### src/rtl/sup_pkg.sv
package sup_pkg;
  typedef enum logic {
    TMO_DEFAULT = 1'b0,
    TMO_PROG    = 1'b1
  } tmo_src_e;
endpackage

### src/rtl/sup_sync2.sv
// Two-flop synchronizer for a vector of asynchronous level inputs.
module sup_sync2 #(
  parameter int          WIDTH   = 2,
  parameter logic [31:0] RST_VAL = '1
) (
  input  logic             clk,
  input  logic             rst,
  input  logic [WIDTH-1:0] d_i,
  output logic [WIDTH-1:0] q_o
);
  logic [WIDTH-1:0] stage1_q;
  logic [WIDTH-1:0] stage2_q;

  always_ff @(posedge clk) begin
    if (rst) begin
      stage1_q <= RST_VAL[WIDTH-1:0];
      stage2_q <= RST_VAL[WIDTH-1:0];
    end else begin
      stage1_q <= d_i;
      stage2_q <= stage1_q;
    end
  end

  assign q_o = stage2_q;
endmodule

### src/rtl/sup_mr_filter.sv
// Minimum-width qualifier for the synchronized manual-reset level.
module sup_mr_filter #(
  parameter int MR_MIN_CYC = 200
) (
  input  logic clk,
  input  logic rst,
  input  logic mr_n_s_i,
  output logic mr_act_o
);
  localparam int MR_W = $clog2(MR_MIN_CYC + 1);
  localparam logic [MR_W-1:0] LAST = MR_W'(MR_MIN_CYC - 1);

  logic [MR_W-1:0] low_cnt_q;

  always_ff @(posedge clk) begin
    if (rst) begin
      low_cnt_q <= '0;
      mr_act_o  <= 1'b0;
    end else if (mr_n_s_i) begin
      low_cnt_q <= '0;
      mr_act_o  <= 1'b0;
    end else begin
      if (low_cnt_q < LAST) low_cnt_q <= low_cnt_q + 1'b1;
      mr_act_o <= (low_cnt_q >= LAST);
    end
  end

  // any high sample drops the qualified request on the next edge
  p_high_clears_r2 : assert property (@(posedge clk) disable iff (rst)
    mr_n_s_i |=> !mr_act_o);
  // the request can only start after a low sample
  p_rise_after_low_r2 : assert property (@(posedge clk) disable iff (rst)
    $rose(mr_act_o) |-> !$past(mr_n_s_i));
endmodule

### src/rtl/sup_tmo_timer.sv
// Reset hold register and timeout counter with freeze.
module sup_tmo_timer #(
  parameter int TMO_W = 26
) (
  input  logic             clk,
  input  logic             rst,
  input  logic             cause_i,
  input  logic             freeze_i,
  input  logic [TMO_W-1:0] limit_i,
  output logic             rst_n_o
);
  logic [TMO_W-1:0] cnt_q;
  logic             done;

  assign done = (cnt_q >= limit_i - 1'b1);

  always_ff @(posedge clk) begin
    if (rst) begin
      rst_n_o <= 1'b0;
      cnt_q   <= '0;
    end else if (!freeze_i) begin
      if (cause_i) begin
        rst_n_o <= 1'b0;
        cnt_q   <= '0;
      end else if (!rst_n_o) begin
        if (done) begin
          rst_n_o <= 1'b1;
          cnt_q   <= '0;
        end else begin
          cnt_q <= cnt_q + 1'b1;
        end
      end
    end
  end

  // an unfrozen cause holds reset low on the next edge
  p_cause_asserts_r1 : assert property (@(posedge clk) disable iff (rst)
    (cause_i && !freeze_i) |=> !rst_n_o);
  // a frozen cycle leaves the output unchanged
  p_freeze_holds_r5 : assert property (@(posedge clk) disable iff (rst)
    freeze_i |=> $stable(rst_n_o));
  // release only follows an unfrozen cycle with no cause
  p_clean_release_r3 : assert property (@(posedge clk) disable iff (rst)
    $rose(rst_n_o) |-> ($past(!cause_i) && $past(!freeze_i)));
  // the first cycle after power-on reset shows reset asserted
  p_por_low_r4 : assert property (@(posedge clk) disable iff (rst)
    $past(rst) |-> !rst_n_o);
endmodule

### src/rtl/sup_reset_gen.sv
module sup_reset_gen
  import sup_pkg::*;
#(
  parameter int NUM_RAILS   = 4,
  parameter int MR_MIN_CYC  = 200,
  parameter int DEF_TMO_CYC = 40_000_000,
  parameter int TMO_W       = 26
) (
  input  logic                 clk,
  input  logic                 rst,
  input  logic [NUM_RAILS-1:0] rail_low_i,
  input  logic                 mr_n_i,
  input  logic                 margin_n_i,
  input  logic                 tmo_sel_i,
  input  logic [TMO_W-1:0]     tmo_prog_i,
  output logic                 sys_rst_n_o
);
  localparam int SYNC_W = 2;
  localparam logic [TMO_W-1:0] DEF_LIM = TMO_W'(DEF_TMO_CYC);
  localparam logic [TMO_W-1:0] ONE_LIM = TMO_W'(1);

  logic [SYNC_W-1:0] async_in;
  logic [SYNC_W-1:0] sync_out;
  logic              mr_n_s;
  logic              margin_n_s;
  logic              mr_act;
  logic              cause;
  logic [TMO_W-1:0]  limit;
  tmo_src_e          src;

  assign async_in = {margin_n_i, mr_n_i};

  sup_sync2 #(.WIDTH(SYNC_W), .RST_VAL('1)) u_sync (
    .clk (clk),
    .rst (rst),
    .d_i (async_in),
    .q_o (sync_out)
  );

  assign mr_n_s     = sync_out[0];
  assign margin_n_s = sync_out[1];

  sup_mr_filter #(.MR_MIN_CYC(MR_MIN_CYC)) u_mr_filter (
    .clk      (clk),
    .rst      (rst),
    .mr_n_s_i (mr_n_s),
    .mr_act_o (mr_act)
  );

  assign cause = (|rail_low_i) | mr_act;
  assign src   = tmo_src_e'(tmo_sel_i);

  always_comb begin
    if (src == TMO_PROG) limit = (tmo_prog_i == '0) ? ONE_LIM : tmo_prog_i;
    else                 limit = DEF_LIM;
  end

  sup_tmo_timer #(.TMO_W(TMO_W)) u_timer (
    .clk      (clk),
    .rst      (rst),
    .cause_i  (cause),
    .freeze_i (!margin_n_s),
    .limit_i  (limit),
    .rst_n_o  (sys_rst_n_o)
  );

  // a qualified manual reset inside a margin window leaves the output alone
  p_margin_over_mr_r6 : assert property (@(posedge clk) disable iff (rst)
    (!margin_n_s && mr_act) |=> $stable(sys_rst_n_o));
endmodule

### config.mk
export PLATFORM = sky130hd
export DESIGN_NAME = sup_reset_gen
export DESIGN_NICKNAME = d
export VERILOG_FILES = /design/src/rtl/sup_pkg.sv /design/src/rtl/sup_sync2.sv /design/src/rtl/sup_mr_filter.sv /design/src/rtl/sup_tmo_timer.sv /design/src/rtl/sup_reset_gen.sv
export SDC_FILE = /design/constraint.sdc
export NUM_CORES = 1
export LEC_CHECK = 0
export BUFFER_PORTS_ARGS = -buffer_cell sky130_fd_sc_hd__buf_4
export CAP_MARGIN = 20
export CORE_MARGIN = 4
export CORE_UTILIZATION = 30
export CTS_CLUSTER_SIZE = 12
export DETAILED_ROUTE_END_ITERATION = 7
export PLACE_DENSITY_LB_ADDON = 0.05
export SETUP_SLACK_MARGIN = 0.4
export SLEW_MARGIN = 15
export SYNTH_ARGS = -nofsm -noshare
export SYNTH_HDL_FRONTEND = slang
export SYNTH_HIERARCHICAL = 1
export SYNTH_SLANG_ARGS = --single-unit
### constraint.sdc
create_clock -name clk -period 11.6 [get_ports clk]
set_input_delay 0.58 -clock clk [delete_from_list [all_inputs] [get_ports clk]]
set_output_delay 0.58 -clock clk [all_outputs]
set_load 0.02 [all_outputs]
Yosys cells after proc, flatten, opt, wreduce, memory -nomap -nowiden
Index checks and enable logic that the tools add are counted.
{ "word_totals": {"inputBits": 35, "register_bits": 40} }
{ "op_classes": {"bitwise_logic": 1, "n_reduce_logical": 4, "n_mux": 8, "n_eq_ne": 1, "n_lt_le_gt_ge": 3, "add_sub_neg": 3} }
{ "ops": {"columns": ["operator", "count"], "rows": [
  ["26-bit two-way mux", 5],
  ["26-bit by 1-bit adder with 26-bit output, second input constant", 1],
  ["26-bit greater-or-equal comparator", 1],
  ["26-bit logical NOT", 1],
  ["26-bit by 1-bit subtractor with 26-bit output, second input constant", 1],
  ["8-bit by 1-bit adder with 8-bit output, second input constant", 1],
  ["8-bit greater-or-equal comparator, second input constant", 1],
  ["8-bit less-than comparator, second input constant", 1],
  ["4-bit OR reduction", 1],
  ["1-bit two-way mux", 3],
  ["2-bit != test, second input constant", 1],
  ["2-bit AND reduction", 1],
  ["2-bit OR reduction", 1],
  ["1-bit bitwise OR", 1]
]} }

Longest topological paths before layout
{ "logic_depth": {"word_depth": 8, "ltp_mapped": 18} }

Cells and area by module
The synthesis kept the hierarchy.
{ "by_module_without_submodules": {"columns": ["mod", "cells_each", "instances", "seq_area_each_um2", "area_each_um2"], "rows": [
  ["sup_tmo_timer", 315, 1, 540.5, 2492.4],
  ["sup_mr_filter", 47, 1, 180.2, 444.2],
  ["sup_reset_gen", 42, 1, 0.0, 266.5],
  ["sup_sync2", 8, 1, 80.1, 105.1]
]} }

Worst setup path after synthesis
No wires, ideal clock.
{ "synth_timing": {"path_type": "input to register", "from": "input tmo_sel_i", "to": "register u_timer.cnt_q[16]", "path_buffers": 2, "slack_ps": 7016, "t_arrival_ps": 4463, "required_ps": 11479, "cell_stages": 17, "path_cell_list": "buf_4 -> and2_1 -> or4_4 -> or4_4 -> nor3b_2 -> nand2_2 -> or4_4 -> nor3b_2 -> xnor2_1 -> ha_1 -> nand4_1 -> nor4_1 -> o41ai_1 -> nand4_1 -> clkbuf_1 -> nor4b_1 -> mux2_2"} }
{ "synth_between": {"elab_chain_cells": 6} }
{ "synth_lines": {"columns": ["item", "line_no", "text"], "rows": [
  ["start, declared", "sup_reset_gen.sv:14", "input logic tmo_sel_i,"],
  ["26-bit two-way mux", "sup_reset_gen.sv:54", "if (src == TMO_PROG) limit = (tmo_prog_i == '0) ? ONE_LIM : tmo_prog_i;"],
  ["named net limit[10]", "sup_reset_gen.sv:28", "logic [TMO_W-1:0] limit;"],
  ["26-bit by 1-bit subtractor with 26-bit output", "sup_tmo_timer.sv:15", "assign done = (cnt_q >= limit_i - 1'b1);"],
  ["26-bit greater-or-equal comparator", "sup_tmo_timer.sv:15", null],
  ["26-bit two-way mux", "sup_tmo_timer.sv:26", "if (done) begin"],
  ["26-bit two-way mux", "sup_tmo_timer.sv:25", "end else if (!rst_n_o) begin"],
  ["26-bit two-way mux", "sup_tmo_timer.sv:22", "if (cause_i) begin"],
  ["end signal, assigned", "sup_tmo_timer.sv:30", "cnt_q <= cnt_q + 1'b1;"],
  ["end, declared", "sup_tmo_timer.sv:12", "logic [TMO_W-1:0] cnt_q;"]
]} }
The timed path passes the listed nets, and every way through them passes these cells. The select of a mux whose other input is x is not followed.
A chain may end at the register's enable or synchronous reset.

Worst setup path in the final report
{ "layout_timing": {"from": "input tmo_sel_i", "to": "register u_timer.cnt_q[23]"} }
Same word-level chain as after synthesis.

==> results.tsv <==
metric	value	unit
via_per_inst	5.29	
routed_wl	8540	um
final.setup.tns	0	ns
syn_avg_cell_area	8.03	sq um
post-dp-hpwl	6490	um
slew_headroom	0.292	
critPathKind	in -> reg	
drc	0	
post_cts_buffers	0	
avgRoutedWirePerCell	14.7	um
cts_resized	0	
nFillCells	1139	
die_area	12800	sq um
synth_fa_ha_area_frac	0.110	
status	completed	
htreeDepth	2	
synth_top_family_by_area	simple AND/OR/NAND/NOR gates	
port_buffers	35	
design.core.area	10800	sq um
drt_iter0_markers	169	
p_per_area	72.6	nW/um^2
ant_nets	0	
gp_congestion	0.818	
async_flop_share	0	
layout_worst_path_cycle_share	0.411	
num_antenna_cells	0	
fin_nets	505	
rsz0062_at_grt	no	
grt_pass1_vias	2873	
drive_above_1_share	0.136	
synthToLayoutAreaGrowth	14.0	%
grt_max_degree	36	
synth_ff_type	dfxtp_1	
synth_enable_flop_cells	0	
cts.hold.buffers_added	0	
fin_util	0.349	
num_vias	3071	
setup_viol	0	
die_height	113	um
ys_seq_area_frac	0.242	
grt.overflow.total	0	
synth_cell_types	53	
clk_pin_slew	0.08	ns
place_ws	6.56	ns
fin_crit	4.77	ns
grt_pass1_wl	14200	um
start_util	0.307	
syn_inst	412	
first_pass_iters	4	
root_buffer	clkbuf_8	
synth.mux.area_fraction	0.00340	
yosys.area_share.simple	0.367	
final_max_slew_viol_count	0	
cp_max_fo	32	
p_leak	1.32	nW
cts.sinks	40	
pin_count	36	
cp_data_arrival_time	4.97	ns
crit_required	11.79	ns
synth_xor_area_frac	0.0847	
yosysWarnings	6	
netlist_area	3310	sq um
clkLatencyLatePin	0.30	ns
cts_tree	built	
fmax	210	MHz
drv_cap	0	
die_w	113	um
worst_pin_slew	1.06	ns
numCtsBuffers	5	
cp-start-kind	primary input	
cp-end-kind	register	
grtUsageTotal	0.135	
syn_nets	476	
layout_setup_ws	6.83	ns
ir_worst_vdd	33.6	uV
rows	38	
fin_skew	0.00690	ns
clockBufferDepth	2	
synth_seq_cells	40	
hold_viol	0	
synth_compound_area_frac	0.162	
hp-class	reg -> reg	
power.total	0.274	mW
antenna_found_initial	0	
Yosys cell counts (7+ instances only):
| master | number | area (sq um) |
|---|---|---|
| nor3_1 | 15 | 75.1 |
| inv_1 | 9 | 33.8 |
| a21oi_1 | 20 | 100 |
| clkbuf_1 | 11 | 41.3 |
| ha_1 | 29 | 363 |
| xnor2_1 | 21 | 184 |
| nand4_1 | 12 | 75.1 |
| xor2_1 | 11 | 96.3 |
| dfxtp_1 | 40 | 801 |
| and2_1 | 25 | 156 |
| nand2b_1 | 7 | 43.8 |
| o31ai_1 | 7 | 52.6 |
| o21ai_0 | 7 | 35.0 |
| nand2_1 | 44 | 165 |
| o22a_1 | 8 | 70.1 |
| nor4_1 | 23 | 144 |
| nand3_1 | 13 | 65.1 |
| nor2_1 | 24 | 90.1 |
| nor4b_1 | 7 | 61.3 |
state kept, by name, summed over array words and instances, names as in the netlist:
register	count
u_timer/rst_n_o	1
u_timer/cnt_q	26
u_mr_filter/mr_act_o	1
u_sync/stage1_q	2
u_mr_filter/low_cnt_q	8
u_sync/q_o	2
metrics by stage:
step / cell area, sq um / hold slack, ns / std cells
floorplan: 3310 / 0.383 / 412
global placement: 3690 / 0.395 / 574
detailed placement: 3690 / 0.389 / 574
CTS: 3770 / 0.413 / 581
global route: 3770 / 0.425 / 581
finish: 3770 / 0.409 / 581
where the power goes:
part	leakage [nW]	internal [mW]	switching, mW
Combinational	0.958	0.0207	0.0242
Clock	0.0410	0.0410	0.0490
Sequential	0.323	0.138	0.000751
Total	1.32	0.200	0.0740
cells by family after synthesis:
| group | count (synthesis) |
|---|---|
| buffers and inverters | 24 |
| muxes | 1 |
| xor gates and xnor gates | 32 |
| AOI/OAI and AO/OA | 74 |
| and+or+nand+nor | 212 |
| adders and majority gates | 29 |
| DFF | 40 |
worst max-delay path: stages:
cell     delay (ns)
buf_4          0.19
or2b_1         0.29
or4_4          0.51
or4_4          0.44
nor3b_2        0.23
nand2_2        0.10
or4_4          0.49
nor4_4         0.16
xnor2_1        0.10
ha_1           0.30
nand4_1        0.18
nor4_1         0.34
o41ai_1        0.15
nand4_1        0.11
buf_4          0.33
nor3_1         0.17
a32o_1         0.28
final cells by class:
type / count / area, sq um / share of cell area
Timing Repair Buffer: 37 / 278 / 0.0737
Clock inverter: 1 / 5.00 / 0.00133
Multi-Input combinational cell: 348 / 2400 / 0.638
Inverter: 9 / 33.8 / 0.00896
Clock buffer: 6 / 72.6 / 0.0192
Tap cell: 140 / 175 / 0.0465
Sequential cell: 40 / 801 / 0.212
per-layer routing:
| layer | part of all wire | GRT usage | vias up |
|---|---|---|---|
| met5 | 0 | 0 | - |
| met4 | 0.0078 | 0.0288 | 0 |
| met3 | 0.024 | 0.0209 | 8 |
| met2 | 0.46 | 0.207 | 23 |
| met1 | 0.51 | 0.201 | 1446 |
| li1 | - | - | 1594 |
path summary, 6_finish.rpt:
| kind | from | end | slack [ns] | depth (start not counted) |
|---|---|---|---|---|
| worst max-delay path | tmo_sel_i | u_timer/cnt_q[23] | 6.83 | 17 |
| worst min-delay path | u_sync/stage1_q[1] | u_sync/q_o[1] | 0.41 | 1 |
| worst max register to register | u_timer/cnt_q[0] | u_timer/cnt_q[12] | 8.97 | 10 |
| worst min register to register | u_sync/stage1_q[1] | u_sync/q_o[1] | 0.41 | 1 |
cell usage in the layout (no fill, tap or decap), drive strengths merged, types with 3 or more instances in the layout:
cell type and count:
o22a 8, nor3 15, or2b 5, xnor2 21, nor4 26, and3 6, a22o 4, nor3b 3
a211o 4, ha 29, dfxtp 40, nor4b 7, nor2 24, o21ai 8, clkbuf 6, a21o 6
a2111oi 4, and2 25, nand2b 7, nand4 12, buf 37, inv 9, a21oi 20, xor2 11
o31ai 7, or2 9, or3 3, nand3 14, nand2 45, or4 8
Note: power is estimated with default switching activity, not from simulation.
